<file path="config.mk">
export PLATFORM = sky130hd
export DESIGN_NAME = acc_regop_unit
export DESIGN_NICKNAME = d
export VERILOG_FILES = /design/src/rtl/acc_regop_pkg.sv /design/src/rtl/regop_decode.sv /design/src/rtl/regop_alu.sv /design/src/rtl/skip_eval.sv /design/src/rtl/memop_path.sv /design/src/rtl/acc_regop_unit.sv
export SDC_FILE = /design/constraint.sdc
export NUM_CORES = 1
export LEC_CHECK = 0
export BUFFER_PORTS_ARGS = -buffer_cell sky130_fd_sc_hd__buf_2
export CAP_MARGIN = 0
export CORE_UTILIZATION = 30
export CTS_CLUSTER_DIAMETER = 50
export DETAILED_ROUTE_END_ITERATION = 10
export PLACE_DENSITY_LB_ADDON = 0.08
export SLEW_MARGIN = 20
export SYNTH_ARGS = -nofsm -noshare
export SYNTH_HDL_FRONTEND = slang
export SYNTH_SLANG_ARGS = --single-unit
</file>
<file path="constraint.sdc">
create_clock -name clk -period 4.1 [get_ports clk]
set_clock_uncertainty 0.1 [all_clocks]
set_input_delay 0.82 -clock clk [delete_from_list [all_inputs] [get_ports clk]]
set_output_delay 0.82 -clock clk [all_outputs]
set_load 0.02 [all_outputs]
</file>
<file path="src/rtl/acc_regop_pkg.sv">
package acc_regop_pkg;

    localparam int INSTR_W = 16;
    localparam int NUM_OPS = 12;
    localparam logic [3:0] REGOP_CLASS = 4'b0111;

    typedef enum logic [0:0] {
        ST_RUN  = 1'b0,
        ST_HALT = 1'b1
    } run_state_e;

    typedef enum logic [1:0] {
        SRC_DR   = 2'd0,
        SRC_CHAR = 2'd1,
        SRC_AND  = 2'd2,
        SRC_ADD  = 2'd3
    } ld_src_e;

    // First member is the most significant bit: cla sits on bit 11, hlt on bit 0.
    typedef struct packed {
        logic cla;
        logic cle;
        logic cma;
        logic cme;
        logic cir;
        logic cil;
        logic inc;
        logic spa;
        logic sna;
        logic sza;
        logic sze;
        logic hlt;
    } regop_t;

endpackage

</file>
<file path="src/rtl/regop_decode.sv">
module regop_decode
    import acc_regop_pkg::*;
(
    input  logic               exec_i,
    input  logic               enable_i,
    input  logic [INSTR_W-1:0] instr_i,
    output logic               valid_o,
    output regop_t             ops_o
);

    logic class_hit;

    always_comb begin
        class_hit = (instr_i[INSTR_W-1:INSTR_W-4] == REGOP_CLASS);
        valid_o   = exec_i && enable_i && class_hit;
        ops_o     = valid_o ? regop_t'(instr_i[NUM_OPS-1:0]) : '0;
    end

endmodule

</file>
<file path="src/rtl/regop_alu.sv">
module regop_alu #(
    parameter int DATA_W = 16
) (
    input  logic [DATA_W-1:0] ac_i,
    input  logic              e_i,
    input  logic              cla_i,
    input  logic              cle_i,
    input  logic              cma_i,
    input  logic              cme_i,
    input  logic              cir_i,
    input  logic              cil_i,
    input  logic              inc_i,
    output logic [DATA_W-1:0] ac_o,
    output logic              e_o
);

    localparam int MSB = DATA_W - 1;

    logic [DATA_W-1:0] a;
    logic              e;
    logic              spill;

    // Actions are applied in a fixed order: clears, complements,
    // right rotate, left rotate, increment.
    always_comb begin
        a = ac_i;
        e = e_i;
        if (cla_i) a = '0;
        if (cle_i) e = 1'b0;
        if (cma_i) a = ~a;
        if (cme_i) e = ~e;
        if (cir_i) begin
            spill = a[0];
            a     = {e, a[MSB:1]};
            e     = spill;
        end
        if (cil_i) begin
            spill = a[MSB];
            a     = {a[MSB-1:0], e};
            e     = spill;
        end
        if (inc_i) a = a + 1'b1;
        spill = 1'b0;
        ac_o  = a;
        e_o   = e;
    end

endmodule

</file>
<file path="src/rtl/skip_eval.sv">
module skip_eval #(
    parameter int DATA_W = 16
) (
    input  logic [DATA_W-1:0] ac_i,
    input  logic              e_i,
    input  logic              spa_i,
    input  logic              sna_i,
    input  logic              sza_i,
    input  logic              sze_i,
    output logic              skip_o
);

    localparam int MSB = DATA_W - 1;

    logic sign;
    logic zero;

    always_comb begin
        sign   = ac_i[MSB];
        zero   = (ac_i == '0);
        skip_o = (spa_i && !sign) || (sna_i && sign) ||
                 (sza_i && zero)  || (sze_i && !e_i);
    end

endmodule

</file>
<file path="src/rtl/memop_path.sv">
module memop_path
    import acc_regop_pkg::*;
#(
    parameter int DATA_W = 16,
    parameter int CHAR_W = 8
) (
    input  logic [DATA_W-1:0] ac_i,
    input  logic              e_i,
    input  logic [DATA_W-1:0] dr_i,
    input  logic [CHAR_W-1:0] char_i,
    input  logic              clr_i,
    input  logic              load_i,
    input  logic              inc_i,
    input  logic [1:0]        src_i,
    output logic              touch_o,
    output logic [DATA_W-1:0] ac_o,
    output logic              e_o
);

    logic [DATA_W:0] sum;
    ld_src_e         src;

    always_comb begin
        src     = ld_src_e'(src_i);
        sum     = {1'b0, ac_i} + {1'b0, dr_i};
        touch_o = clr_i || load_i || inc_i;
        ac_o    = ac_i;
        e_o     = e_i;
        if (clr_i) begin
            ac_o = '0;
        end else if (load_i) begin
            unique case (src)
                SRC_DR:   ac_o = dr_i;
                SRC_CHAR: ac_o = {ac_i[DATA_W-1:CHAR_W], char_i};
                SRC_AND:  ac_o = ac_i & dr_i;
                SRC_ADD: begin
                    ac_o = sum[DATA_W-1:0];
                    e_o  = sum[DATA_W];
                end
                default:  ac_o = ac_i;
            endcase
        end else if (inc_i) begin
            ac_o = ac_i + 1'b1;
        end
    end

endmodule

</file>
<file path="src/rtl/acc_regop_unit.sv">
module acc_regop_unit
    import acc_regop_pkg::*;
#(
    parameter int DATA_W = 16,
    parameter int CHAR_W = 8
) (
    input  logic               clk,
    input  logic               rst_n,
    input  logic               exec_i,
    input  logic [INSTR_W-1:0] instr_i,
    input  logic [DATA_W-1:0]  dr_i,
    input  logic [CHAR_W-1:0]  char_i,
    input  logic               ac_clr_i,
    input  logic               ac_load_i,
    input  logic               ac_inc_i,
    input  logic [1:0]         ac_src_i,
    output logic [DATA_W-1:0]  ac_o,
    output logic               e_o,
    output logic               skip_o,
    output logic               halt_o
);

    run_state_e        state_q, state_d;
    logic              running;
    logic              op_valid;
    regop_t            ops;
    logic [DATA_W-1:0] ac_q, alu_ac, mem_ac;
    logic              e_q, alu_e, mem_e;
    logic              skip_q, skip_hit, mem_touch;

    regop_decode u_decode (
        .exec_i   (exec_i),
        .enable_i (running),
        .instr_i  (instr_i),
        .valid_o  (op_valid),
        .ops_o    (ops)
    );

    regop_alu #(.DATA_W(DATA_W)) u_alu (
        .ac_i  (ac_q),
        .e_i   (e_q),
        .cla_i (ops.cla),
        .cle_i (ops.cle),
        .cma_i (ops.cma),
        .cme_i (ops.cme),
        .cir_i (ops.cir),
        .cil_i (ops.cil),
        .inc_i (ops.inc),
        .ac_o  (alu_ac),
        .e_o   (alu_e)
    );

    skip_eval #(.DATA_W(DATA_W)) u_skip (
        .ac_i   (ac_q),
        .e_i    (e_q),
        .spa_i  (ops.spa),
        .sna_i  (ops.sna),
        .sza_i  (ops.sza),
        .sze_i  (ops.sze),
        .skip_o (skip_hit)
    );

    memop_path #(.DATA_W(DATA_W), .CHAR_W(CHAR_W)) u_mem (
        .ac_i    (ac_q),
        .e_i     (e_q),
        .dr_i    (dr_i),
        .char_i  (char_i),
        .clr_i   (ac_clr_i),
        .load_i  (ac_load_i),
        .inc_i   (ac_inc_i),
        .src_i   (ac_src_i),
        .touch_o (mem_touch),
        .ac_o    (mem_ac),
        .e_o     (mem_e)
    );

    // State register
    always_ff @(posedge clk) begin
        if (!rst_n) state_q <= ST_RUN;
        else        state_q <= state_d;
    end

    // Next state: RUN_TO_HALT on an executed halt bit, HALT_HOLD until reset
    always_comb begin
        state_d = state_q;
        unique case (state_q)
            ST_RUN:  if (op_valid && ops.hlt) state_d = ST_HALT;
            ST_HALT: state_d = ST_HALT;
            default: state_d = ST_RUN;
        endcase
    end

    // State outputs
    always_comb begin
        running = 1'b0;
        halt_o  = 1'b0;
        unique case (state_q)
            ST_RUN:  running = 1'b1;
            ST_HALT: halt_o  = 1'b1;
            default: running = 1'b0;
        endcase
    end

    // Accumulator, extend flag and skip pulse
    always_ff @(posedge clk) begin
        if (!rst_n) begin
            ac_q   <= '0;
            e_q    <= 1'b0;
            skip_q <= 1'b0;
        end else if (op_valid) begin
            ac_q   <= alu_ac;
            e_q    <= alu_e;
            skip_q <= skip_hit;
        end else begin
            skip_q <= 1'b0;
            if (running && mem_touch) begin
                ac_q <= mem_ac;
                e_q  <= mem_e;
            end
        end
    end

    assign ac_o   = ac_q;
    assign e_o    = e_q;
    assign skip_o = skip_q;

endmodule

</file>
==> results of run 1 <==
[cell usage after synthesis, drive strengths merged, types with 8 or more instances]
library cell / count / area share
a21oi: 62 / 0.074
nor2: 50 / 0.046
nand2: 47 / 0.046
o21ai: 46 / 0.055
clkbuf: 37 / 0.033
nand3: 28 / 0.039
dfxtp: 19 / 0.090
ha: 19 / 0.056
xnor2: 18 / 0.037
nor3: 16 / 0.023
o211ai: 15 / 0.028
inv: 14 / 0.012
mux2i: 14 / 0.033
a211oi: 12 / 0.021
a31oi: 12 / 0.018
buf: 12 / 0.018
xor2: 11 / 0.023
a21o: 10 / 0.018
nand3b: 9 / 0.016
and3: 8 / 0.012
mux4: 8 / 0.043
[area by class of cell]
type | instances | area, um^2 | area share
timing repair buffer | 101 | 593 | 0.121
inverter | 15 | 56.3 | 0.0115
sequential | 19 | 380 | 0.0776
tap | 176 | 220 | 0.0449
multi-input combinational | 505 | 3580 | 0.729
clock buffer | 4 | 78.8 | 0.0161
[power by group through the flow]
stage | registers (uW) | logic, uW | clock network (uW)
after floorplan | 221 | 306 | 0
after global placement | 232 | 439 | 0
after global routing | 230 | 489 | 220
final | 228 | 446 | 209
after detailed placement | 232 | 440 | 0
after CTS | 228 | 442 | 214
[sequential cells by signal, indices dropped and copies added (netlist names)]
| name | cells |
|---|---|
| e_o | 1 |
| state_q | 1 |
| skip_o | 1 |
| ac_o | 16 |
[routing by layer]
metal | global-route usage | wire (um) | vias to the layer above
met1 | 0.322 | 7990 | 2359
met4 | 0.0586 | 379 | 0
met2 | 0.355 | 7100 | 158
met5 | 0 | 0 | -
met3 | 0.0283 | 800 | 28
li1 | - | - | 2386
[worst max-delay path by stage]
stage / startpoint / end / slack (ns) / depth (start not counted)
after floorplan: instr_i[14] / ac_o[6]$_SDFFE_PN0P_ / 0.60 / 13
after global placement: instr_i[9] / ac_o[6]$_SDFFE_PN0P_ / 0.08 / 13
after detailed placement: instr_i[9] / ac_o[6]$_SDFFE_PN0P_ / -0.06 / 13
after CTS: instr_i[9] / ac_o[6]$_SDFFE_PN0P_ / 0.20 / 13
after global routing: instr_i[9] / ac_o[6]$_SDFFE_PN0P_ / 0.03 / 13
final: instr_i[9] / ac_o[6]$_SDFFE_PN0P_ / 0.28 / 13
[critical path, delay by kind of cell]
family,cells,cell delay (ns)
muxes,2,0.37
buffers and inverters,1,0.23
and+or+nand+nor,3,0.57
adders and majority gates,1,0.22
AOI/OAI and AO/OA,6,1.73
[through the flow]
step	util	power [uW]	area [um^2]
floorplan	-	526	4220
global placement	0.358	672	4810
detailed placement	0.358	672	4810
CTS	0.364	884	4890
global route	0.365	939	4900
finish	0.365	884	4900
[cells by family after synthesis]
group | Yosys count | synth area share
AO/OA/AOI/OAI | 229 | 0.374
XOR/XNOR | 29 | 0.0602
adder cells (fa/ha/maj) | 20 | 0.0611
buffers and inverters | 64 | 0.0644
flip-flops | 19 | 0.0902
multiplexers | 24 | 0.0813
AND/OR/NAND/NOR | 203 | 0.268
[placed cells by master, fill, tap and decap left out, drive strengths merged, types with 4 or more instances in the layout]
master,n
nand3,28
and3,8
nand3b,9
o41ai,5
a21o,10
xor2,11
nor3,16
and2,4
a211oi,12
a22oi,4
nor4,6
o21ai,46
nand4,7
mux4,8
mux2i,14
nand2,47
and4,5
a21oi,62
inv,14
xnor2,18
ha,19
o211ai,15
a31oi,12
dfxtp,19
o21a,5
o31ai,7
clkbuf,4
nor2,50
nand4b,4
buf,101
nand2b,6
o22ai,5
o2111ai,4
a221oi,6
==> results.py, run 1 <==
metrics = {
    "routing": {
        "avgRoutedWirePerCell_um": 19.8,
        "finalWirelength_mm": 16.3,
        "dr.pass1.iters": 5,
        "ant_nets": 0,
        "detail_route.iter0.violations": 351,
        "vias": 4931,
        "viasPerCell": 6.01,
        "drc": 0,
    },
    "global_routing": {
        "overflow": 0,
        "grt_max_degree": 35,
        "grt_usage": 0.226,
        "grt_pass1_wl_mm": 25.8,
        "grt_pass1_vias": 4538,
        "grt_antenna_before_repair": 0,
    },
    "floorplan": {
        "dieArea_um2": 14500,
        "core_um2": 13500,
        "row_count": 42,
        "die_w_um": 121,
        "initial_utilization": 0.313,
        "die_y_um": 121,
        "io_pins": 67,
    },
    "clocking": {
        "cts_hold_buf": 0,
        "ctsResizeCount": 0,
        "worstSkewPairLatency_ns": 0.26,
        "cts.sinks": 19,
        "clock_tree.root_cell": "clkbuf_16",
        "cts_setup_buffers": 0,
        "tritoncts": "yes",
        "numCtsBuffers": 3,
        "clockBufferDepth": 2,
        "htreeDepth": 1,
        "path_clk_slew_ns": 0.06,
    },
    "power_and_ir_drop": {
        "switching_share": 0.425,
        "power.density_nw_per_um2": 180,
        "netSwitchingPower_uw": 375,
        "leakagePower_uw": 0.00195,
        "p_clk_frac": 0.237,
        "seqPwrFrac": 0.258,
        "vdd_drop_max_mv": 0.135,
        "combPwrFrac": 0.505,
        "intPower_uw": 509,
    },
    "logic_synthesis": {
        "yosysUniqueCellTypes": 87,
        "syn-num-nets": 656,
        "ys_warn_count": 0,
        "synthCells": 588,
        "syn_area_per_cell_um2": 7.17,
        "syn-cell-area_um2": 4220,
        "synth_edf_count": 0,
        "ys_seq_elements": 19,
        "ys.flop_type": "dfxtp_1",
        "ys_seq_area_frac": 0.0902,
        "synthArstFlopShare": 0,
    },
    "timing": {
        "setup-tns-final_ns": 0,
        "tightestPinTransition_ns": 0.736,
        "rsz0062_at_grt": "false",
        "fmax_ghz": 0.262,
        "finalCritPeriodShare": 0.933,
        "setup_viol": 0,
        "post-route-min-period_ns": 3.82,
        "fin_ws_ns": 0.277,
        "finalMaxSlewViolations": 0,
        "slew_headroom": 0.509,
        "hold_viol": 0,
        "whs_ns": 0.540,
    },
    "setup_path": {
        "ff2ff_path_depth": 12,
        "r2r-end": "ac_o[12]$_SDFFE_PN0P_",
        "crit_fanout": 12,
        "path_cells": "buf_2 > nand3b_1 > nor2_1 > a2bb2oi_1 > mux2i_1 > mux2i_1 > ha_1 > nand3_1 > a311oi_4 > a211oi_1 > a31o_2 > a211oi_1 > o221a_2",
        "cp-end-kind": "register",
        "setup.worst_path.class": "primary input to register",
        "cp.required_ns": 4.21,
        "cp-start-kind": "primary input",
        "reg2reg_from": "ac_o[0]$_SDFFE_PN0P_",
        "crit_arrival_ns": 3.93,
        "slowest_stage": "a311oi_4",
        "slowest_delay_ns": 0.41,
        "reg2reg_slack_ns": 0.48,
    },
    "cells_and_area": {
        "drive_gt1_frac": 0.220,
        "antenna_cells": 0,
        "stdcell_count": 820,
        "syn2layout_area_growth_pct": 16.3,
        "nets": 713,
        "n_fill_cell": 1491,
    },
    "placement": {
        "dp_cells": 816,
        "dp_hpwl_mm": 12.7,
        "port-buffer-count": 66,
        "place_congestion": 0.850,
        "pre_cts_ws_ns": -0.0597,
    },
    "min_path": {
        "min_from": "state_q$_SDFF_PN0_",
        "hold_path_depth": 2,
        "hp-class": "register to register",
        "hold_end": "state_q$_SDFF_PN0_",
    },
    "status": {
        "status": "completed",
    },
    "job": {
        "maxCapViolCount": 0,
    },
}
Power figures use the tool's default switching activity.
==> run 2, diff against run 1 <==
Settings changed: SYNTH_HIERARCHICAL from default to 1.
==> results.py, run 2 <==
metrics = {
    "clocking": {
        "htreeDepth": 1,
        "tritoncts": "yes",
        "cts_hold_buf": 0,
        "path_clk_slew_ns": 0.05,
        "cts.sinks": 19,
        "clockBufferDepth": 2,
        "cts_setup_buffers": 0,
        "worstSkewPairLatency_ns": 0.26,
        "numCtsBuffers": 3,
        "clock_tree.root_cell": "clkbuf_16",
        "ctsResizeCount": 0,
    },
    "routing": {
        "vias": 4401,
        "detail_route.iter0.violations": 283,
        "viasPerCell": 5.66,
        "avgRoutedWirePerCell_um": 17.5,
        "finalWirelength_mm": 13.6,
        "ant_nets": 0,
        "drc": 0,
        "dr.pass1.iters": 4,
    },
    "setup_path": {
        "cp_top_family": "simple AND/OR/NAND/NOR gates",
        "cp.required_ns": 4.10,
        "cp-end-kind": "register",
        "cp.depth": 14,
        "crit_fanout": 7,
        "crit_buf_inv": 2,
        "path_cells": "buf_2 > and4b_2 > and3_1 > mux2_2 > a22oi_1 > xnor2_1 > ha_1 > nand2_1 > nor4_1 > buf_4 > and4bb_2 > xnor2_1 > o21ai_0 > a21oi_1",
        "slowest_stage": "and3_1",
        "worstSetupStartpoint": "instr_i[15]",
        "r2r-end": "ac_o[12]$_SDFFE_PN0P_",
        "reg2reg_from": "state_q$_SDFF_PN0_",
        "crit_end": "ac_o[12]$_SDFFE_PN0P_",
        "cp-start-kind": "primary input",
        "ff2ff_path_depth": 14,
        "cpMostUsedCell": "xnor2_1",
        "reg2reg_slack_ns": 0.53,
        "slowest_delay_ns": 0.42,
        "crit_arrival_ns": 3.86,
        "setup.worst_path.class": "primary input to register",
    },
    "logic_synthesis": {
        "synth_edf_count": 0,
        "yosysMostFrequentCell": "a21oi_1",
        "synth_simple_gate_area_frac": 0.243,
        "synth_top_family_by_area": "compound AO/OA/AOI/OAI gates",
        "ys_seq_area_frac": 0.0930,
        "syn-cell-area_um2": 4090,
        "synthMuxAreaShare": 0.182,
        "synthArstFlopShare": 0,
        "synth_area_leader_cell": "mux2i_1",
        "synth_compound_area_frac": 0.259,
        "yosysTopAreaCellShare": 0.0954,
        "synth_fa_ha_area_frac": 0.0600,
        "syn-num-nets": 603,
        "synthXorXnorAreaFrac": 0.109,
        "synth_commonest_cells": "a21oi_1, nor2_1, o21ai_0",
        "synthTopCellsByArea": "mux2i_1, dfxtp_1, xnor2_1",
        "synthCells": 536,
        "syn_area_per_cell_um2": 7.63,
        "ys_warn_count": 6,
        "ys_seq_elements": 19,
        "yosysUniqueCellTypes": 75,
        "ys.flop_type": "dfxtp_1",
    },
    "min_path": {
        "hp-class": "register to register",
        "hold_path_depth": 2,
    },
    "cells_and_area": {
        "drive_gt1_frac": 0.223,
        "n_fill_cell": 1469,
        "regArea_um2": 380,
        "nets": 670,
        "stdcell_count": 778,
        "largest_reg_flops": 16,
        "antenna_cells": 0,
        "layout_commonest_cell": "buf_2",
        "syn2layout_area_growth_pct": 16.2,
        "layout_common_cells": "buf_2, a21oi_1, nor2_1",
        "multi_input_area_um2": 3490,
    },
    "placement": {
        "place_congestion": 0.833,
        "port-buffer-count": 66,
        "dp_hpwl_mm": 10.7,
        "dp_cells": 774,
    },
    "power_and_ir_drop": {
        "switching_share": 0.376,
        "combPwrFrac": 0.454,
        "seqPwrFrac": 0.281,
        "vdd_drop_max_mv": 0.123,
        "power.density_nw_per_um2": 164,
        "netSwitchingPower_uw": 292,
        "leakagePower_uw": 0.00201,
        "p_clk_frac": 0.265,
        "intPower_uw": 485,
    },
    "timing": {
        "finalMaxSlewViolations": 0,
        "finalCritPeriodShare": 0.940,
        "slew_headroom": 0.400,
        "rsz0062_at_grt": "false",
        "setup-tns-final_ns": 0,
        "post-route-min-period_ns": 3.86,
        "fmax_ghz": 0.259,
        "hold_viol": 0,
        "tightestPinTransition_ns": 0.899,
        "setup_viol": 0,
    },
    "floorplan": {
        "io_pins": 67,
        "die_w_um": 119,
        "die_y_um": 119,
        "initial_utilization": 0.308,
        "row_count": 42,
        "dieArea_um2": 14100,
        "core_um2": 13300,
    },
    "global_routing": {
        "overflow": 0,
        "grt_usage": 0.194,
        "grt_max_degree": 35,
        "grt_pass1_vias": 4073,
        "grt_antenna_before_repair": 0,
        "grt_pass1_wl_mm": 21.8,
    },
    "status": {
        "status": "completed",
    },
    "job": {
        "maxCapViolCount": 0,
    },
}
## run 2: cell types whose count changed after synthesis, moves of 15 or more
cell | before | now
nand3_1 | 25 | 10
a21oi_1 | 61 | 44
nand2_1 | 46 | 30
mux2i_1 | 14 | 39
clkbuf_1 | 37 | 14
## run 2: layout make-up
| cell class | count | share of cell area |
|---|---|---|
| Timing Repair Buffer | 95 | 0.115 |
| Clock buffer | 4 | 0.0166 |
| Tap cell | 176 | 0.0464 |
| Multi-Input combinational cell | 475 | 0.735 |
| Inverter | 9 | 0.00711 |
| Sequential cell | 19 | 0.0801 |
## run 2: worst min path at each step
stage,from,end,slack (ns)
5_1_grt,state_q$_SDFF_PN0_,state_q$_SDFF_PN0_,0.50
3_3_place_gp,state_q$_SDFF_PN0_,state_q$_SDFF_PN0_,0.47
3_5_place_dp,state_q$_SDFF_PN0_,state_q$_SDFF_PN0_,0.48
6_report,state_q$_SDFF_PN0_,state_q$_SDFF_PN0_,0.48
2_1_floorplan,state_q$_SDFF_PN0_,state_q$_SDFF_PN0_,0.51
4_1_cts,state_q$_SDFF_PN0_,state_q$_SDFF_PN0_,0.49
## run 2: kinds of logic after synthesis
| kind of cell | Yosys count |
|---|---|
| AOI/OAI and AO/OA | 159 |
| xor gates and xnor gates | 51 |
| DFF | 19 |
| muxes | 60 |
| and+or+nand+nor | 186 |
| buffers and inverters | 42 |
| adders and majority gates | 19 |
## run 2: worst register-to-register path, stage by stage, from the launching register on
cell and delay, ns:
dfxtp_1 0.34, inv_1 0.07, and4b_2 0.26, and3_1 0.42, mux2_2 0.41, a22oi_1 0.27
xnor2_1 0.21, ha_1 0.19, nand2_1 0.12, nor4_1 0.28, buf_4 0.19, and4bb_2 0.24
xnor2_1 0.08, o21ai_0 0.18, a21oi_1 0.06
## run 2: stage by stage
step	power (uW)	utilization	instance area [um^2]	worst slack, ns	hold slack (ns)
final	777	0.357	4750	0.244	0.478
after detailed placement	576	0.351	4670	0.0257	0.479
after floorplan	464	-	4090	0.323	0.509
after global placement	576	0.351	4670	0.0767	0.472
after global routing	836	0.357	4750	0.0465	0.503
after CTS	785	0.357	4750	0.278	0.485
## run 2: metal layers
| metal | GRT usage | up-vias | share of wire |
|---|---|---|---|
| li1 | - | 2174 | - |
| met1 | 0.278 | 2108 | 0.50 |
| met2 | 0.313 | 111 | 0.45 |
| met3 | 0.0251 | 8 | 0.042 |
| met4 | 0.0285 | 0 | 0.0076 |
| met5 | 0 | - | 0 |
## run 2: power groups by stage
stage          Combinational (uW)  Clock (uW)  Sequential, uW
2_1_floorplan                 235           0             229
3_3_place_gp                  353           0             223
3_5_place_dp                  353           0             223
4_1_cts                       354         212             219
5_1_grt                       393         223             220
6_report                      353         206             218
==> run 3, diff against run 2 <==
Settings changed: CORE_ASPECT_RATIO from default to 1.25.
==> results.py, run 3 (same netlist as run 2, synthesis figures left out) <==
metrics = {
    "timing": {
        "post-route-min-period_ns": 3.87,
        "setup_viol": 0,
        "finalMaxSlewViolations": 0,
        "slew_headroom": 0.429,
        "tightestPinTransition_ns": 0.855,
        "fmax_ghz": 0.258,
        "hold_viol": 0,
        "rsz0062_at_grt": "false",
        "setup-tns-final_ns": 0,
        "finalCritPeriodShare": 0.945,
        "fin_ws_ns": 0.225,
    },
    "setup_path": {
        "ff2ff_path_depth": 15,
        "reg2reg_slack_ns": 0.51,
        "setup.worst_path.class": "primary input to register",
        "crit_arrival_ns": 3.88,
        "cp-start-kind": "primary input",
        "cp.required_ns": 4.10,
        "crit_fanout": 17,
        "cp-end-kind": "register",
    },
    "routing": {
        "finalWirelength_mm": 14.0,
        "drc": 0,
        "detail_route.iter0.violations": 208,
        "avgRoutedWirePerCell_um": 18.0,
        "viasPerCell": 5.57,
        "ant_nets": 0,
        "dr.pass1.iters": 4,
        "vias": 4318,
    },
    "min_path": {
        "hp-class": "register to register",
        "hold_path_depth": 2,
    },
    "global_routing": {
        "grt_pass1_vias": 4321,
        "grt_usage": 0.204,
        "grt_pass1_wl_mm": 23.1,
        "grt_max_degree": 35,
        "overflow": 0,
        "grt_antenna_before_repair": 0,
    },
    "clocking": {
        "path_clk_slew_ns": 0.05,
        "clock_tree.root_cell": "clkbuf_16",
        "clockBufferDepth": 2,
        "htreeDepth": 1,
        "worstSkewPairLatency_ns": 0.26,
        "tritoncts": "yes",
        "numCtsBuffers": 3,
        "cts.sinks": 19,
    },
    "power_and_ir_drop": {
        "leakagePower_uw": 0.00202,
        "vdd_drop_max_mv": 0.0943,
        "power.density_nw_per_um2": 163,
    },
    "placement": {
        "pre_cts_ws_ns": -0.00160,
        "place_congestion": 0.873,
        "dp_hpwl_mm": 11.2,
        "port-buffer-count": 66,
    },
    "cells_and_area": {
        "layout_common_cells": "buf_2, a21oi_1, nor2_1",
        "largest_reg_flops": 16,
        "drive_gt1_frac": 0.225,
        "nets": 672,
        "antenna_cells": 0,
        "layout_commonest_cell": "buf_2",
        "syn2layout_area_growth_pct": 17.0,
    },
    "status": {
        "status": "completed",
    },
    "floorplan": {
        "dieArea_um2": 14100,
        "die_y_um": 133,
        "die_w_um": 106,
        "io_pins": 67,
        "core_um2": 13300,
        "initial_utilization": 0.308,
        "row_count": 47,
    },
    "job": {
        "maxCapViolCount": 0,
    },
}
-- run 3: repair_timing --
| item | 4_1_cts | 5_1_grt |
|---|---|---|
| hold buffers | 0 | 0 |
| resized for setup | 0 | 1 |
| endpoints found under the setup margin | 0 | 1 |
| setup buffers | 0 | 0 |
-- run 3: layer usage --
metal / vias to the layer above / part of all wire / routed length [um] / global-route usage
met3: 15 / 0.014 / 198 / 0.00788
li1: 2169 / - / - / -
met2: 61 / 0.52 / 7300 / 0.379
met5: - / 0 / 0 / 0
met4: 0 / 0.019 / 266 / 0.0594
met1: 2073 / 0.44 / 6220 / 0.252
-- run 3: final timing paths --
kind                           start               endpoint
setup / recovery         instr_i[15]  ac_o[12]$_SDFFE_PN0P_
setup reg to reg  state_q$_SDFF_PN0_  ac_o[12]$_SDFFE_PN0P_
hold / removal    state_q$_SDFF_PN0_     state_q$_SDFF_PN0_
hold reg to reg   state_q$_SDFF_PN0_     state_q$_SDFF_PN0_
-- run 3: final cells by class --
| type | count | area, um^2 |
|---|---|---|
| Sequential cell | 19 | 380 |
| Tap cell | 171 | 214 |
| Clock buffer | 4 | 78.8 |
| Fill cell | 1467 | 8500 |
| Multi-Input combinational cell | 475 | 3490 |
| Timing Repair Buffer | 97 | 588 |
| Inverter | 9 | 33.8 |
-- run 3: report_power, final --
group          internal, uW  total, uW  switching (uW)
Combinational           161        357             196
Sequential              194        220            25.8
Clock                   132        204            71.6
Total                   488        781             293
-- run 3: through the flow --
| stage | utilization | instance area, um^2 | power (uW) | cells | hold slack, ns |
|---|---|---|---|---|---|
| floorplan | - | 4090 | 464 | 536 | 0.509 |
| global placement | 0.354 | 4710 | 581 | 771 | 0.469 |
| detailed placement | 0.354 | 4710 | 580 | 771 | 0.465 |
| CTS | 0.360 | 4780 | 786 | 775 | 0.473 |
| global route | 0.360 | 4790 | 833 | 775 | 0.514 |
| finish | 0.360 | 4790 | 781 | 775 | 0.468 |
-- run 3: worst max-delay path, cell delays in order --
cell and delay [ns]:
buf_2 0.09, and4b_2 0.31, and3_1 0.33, buf_4 0.28, nor2_1 0.06, o21ai_0 0.38
and2_1 0.24, ha_1 0.15, nand2_1 0.15, nor4_1 0.29, buf_4 0.19, and4bb_2 0.25
xnor2_1 0.08, o21ai_0 0.20, a21oi_1 0.06
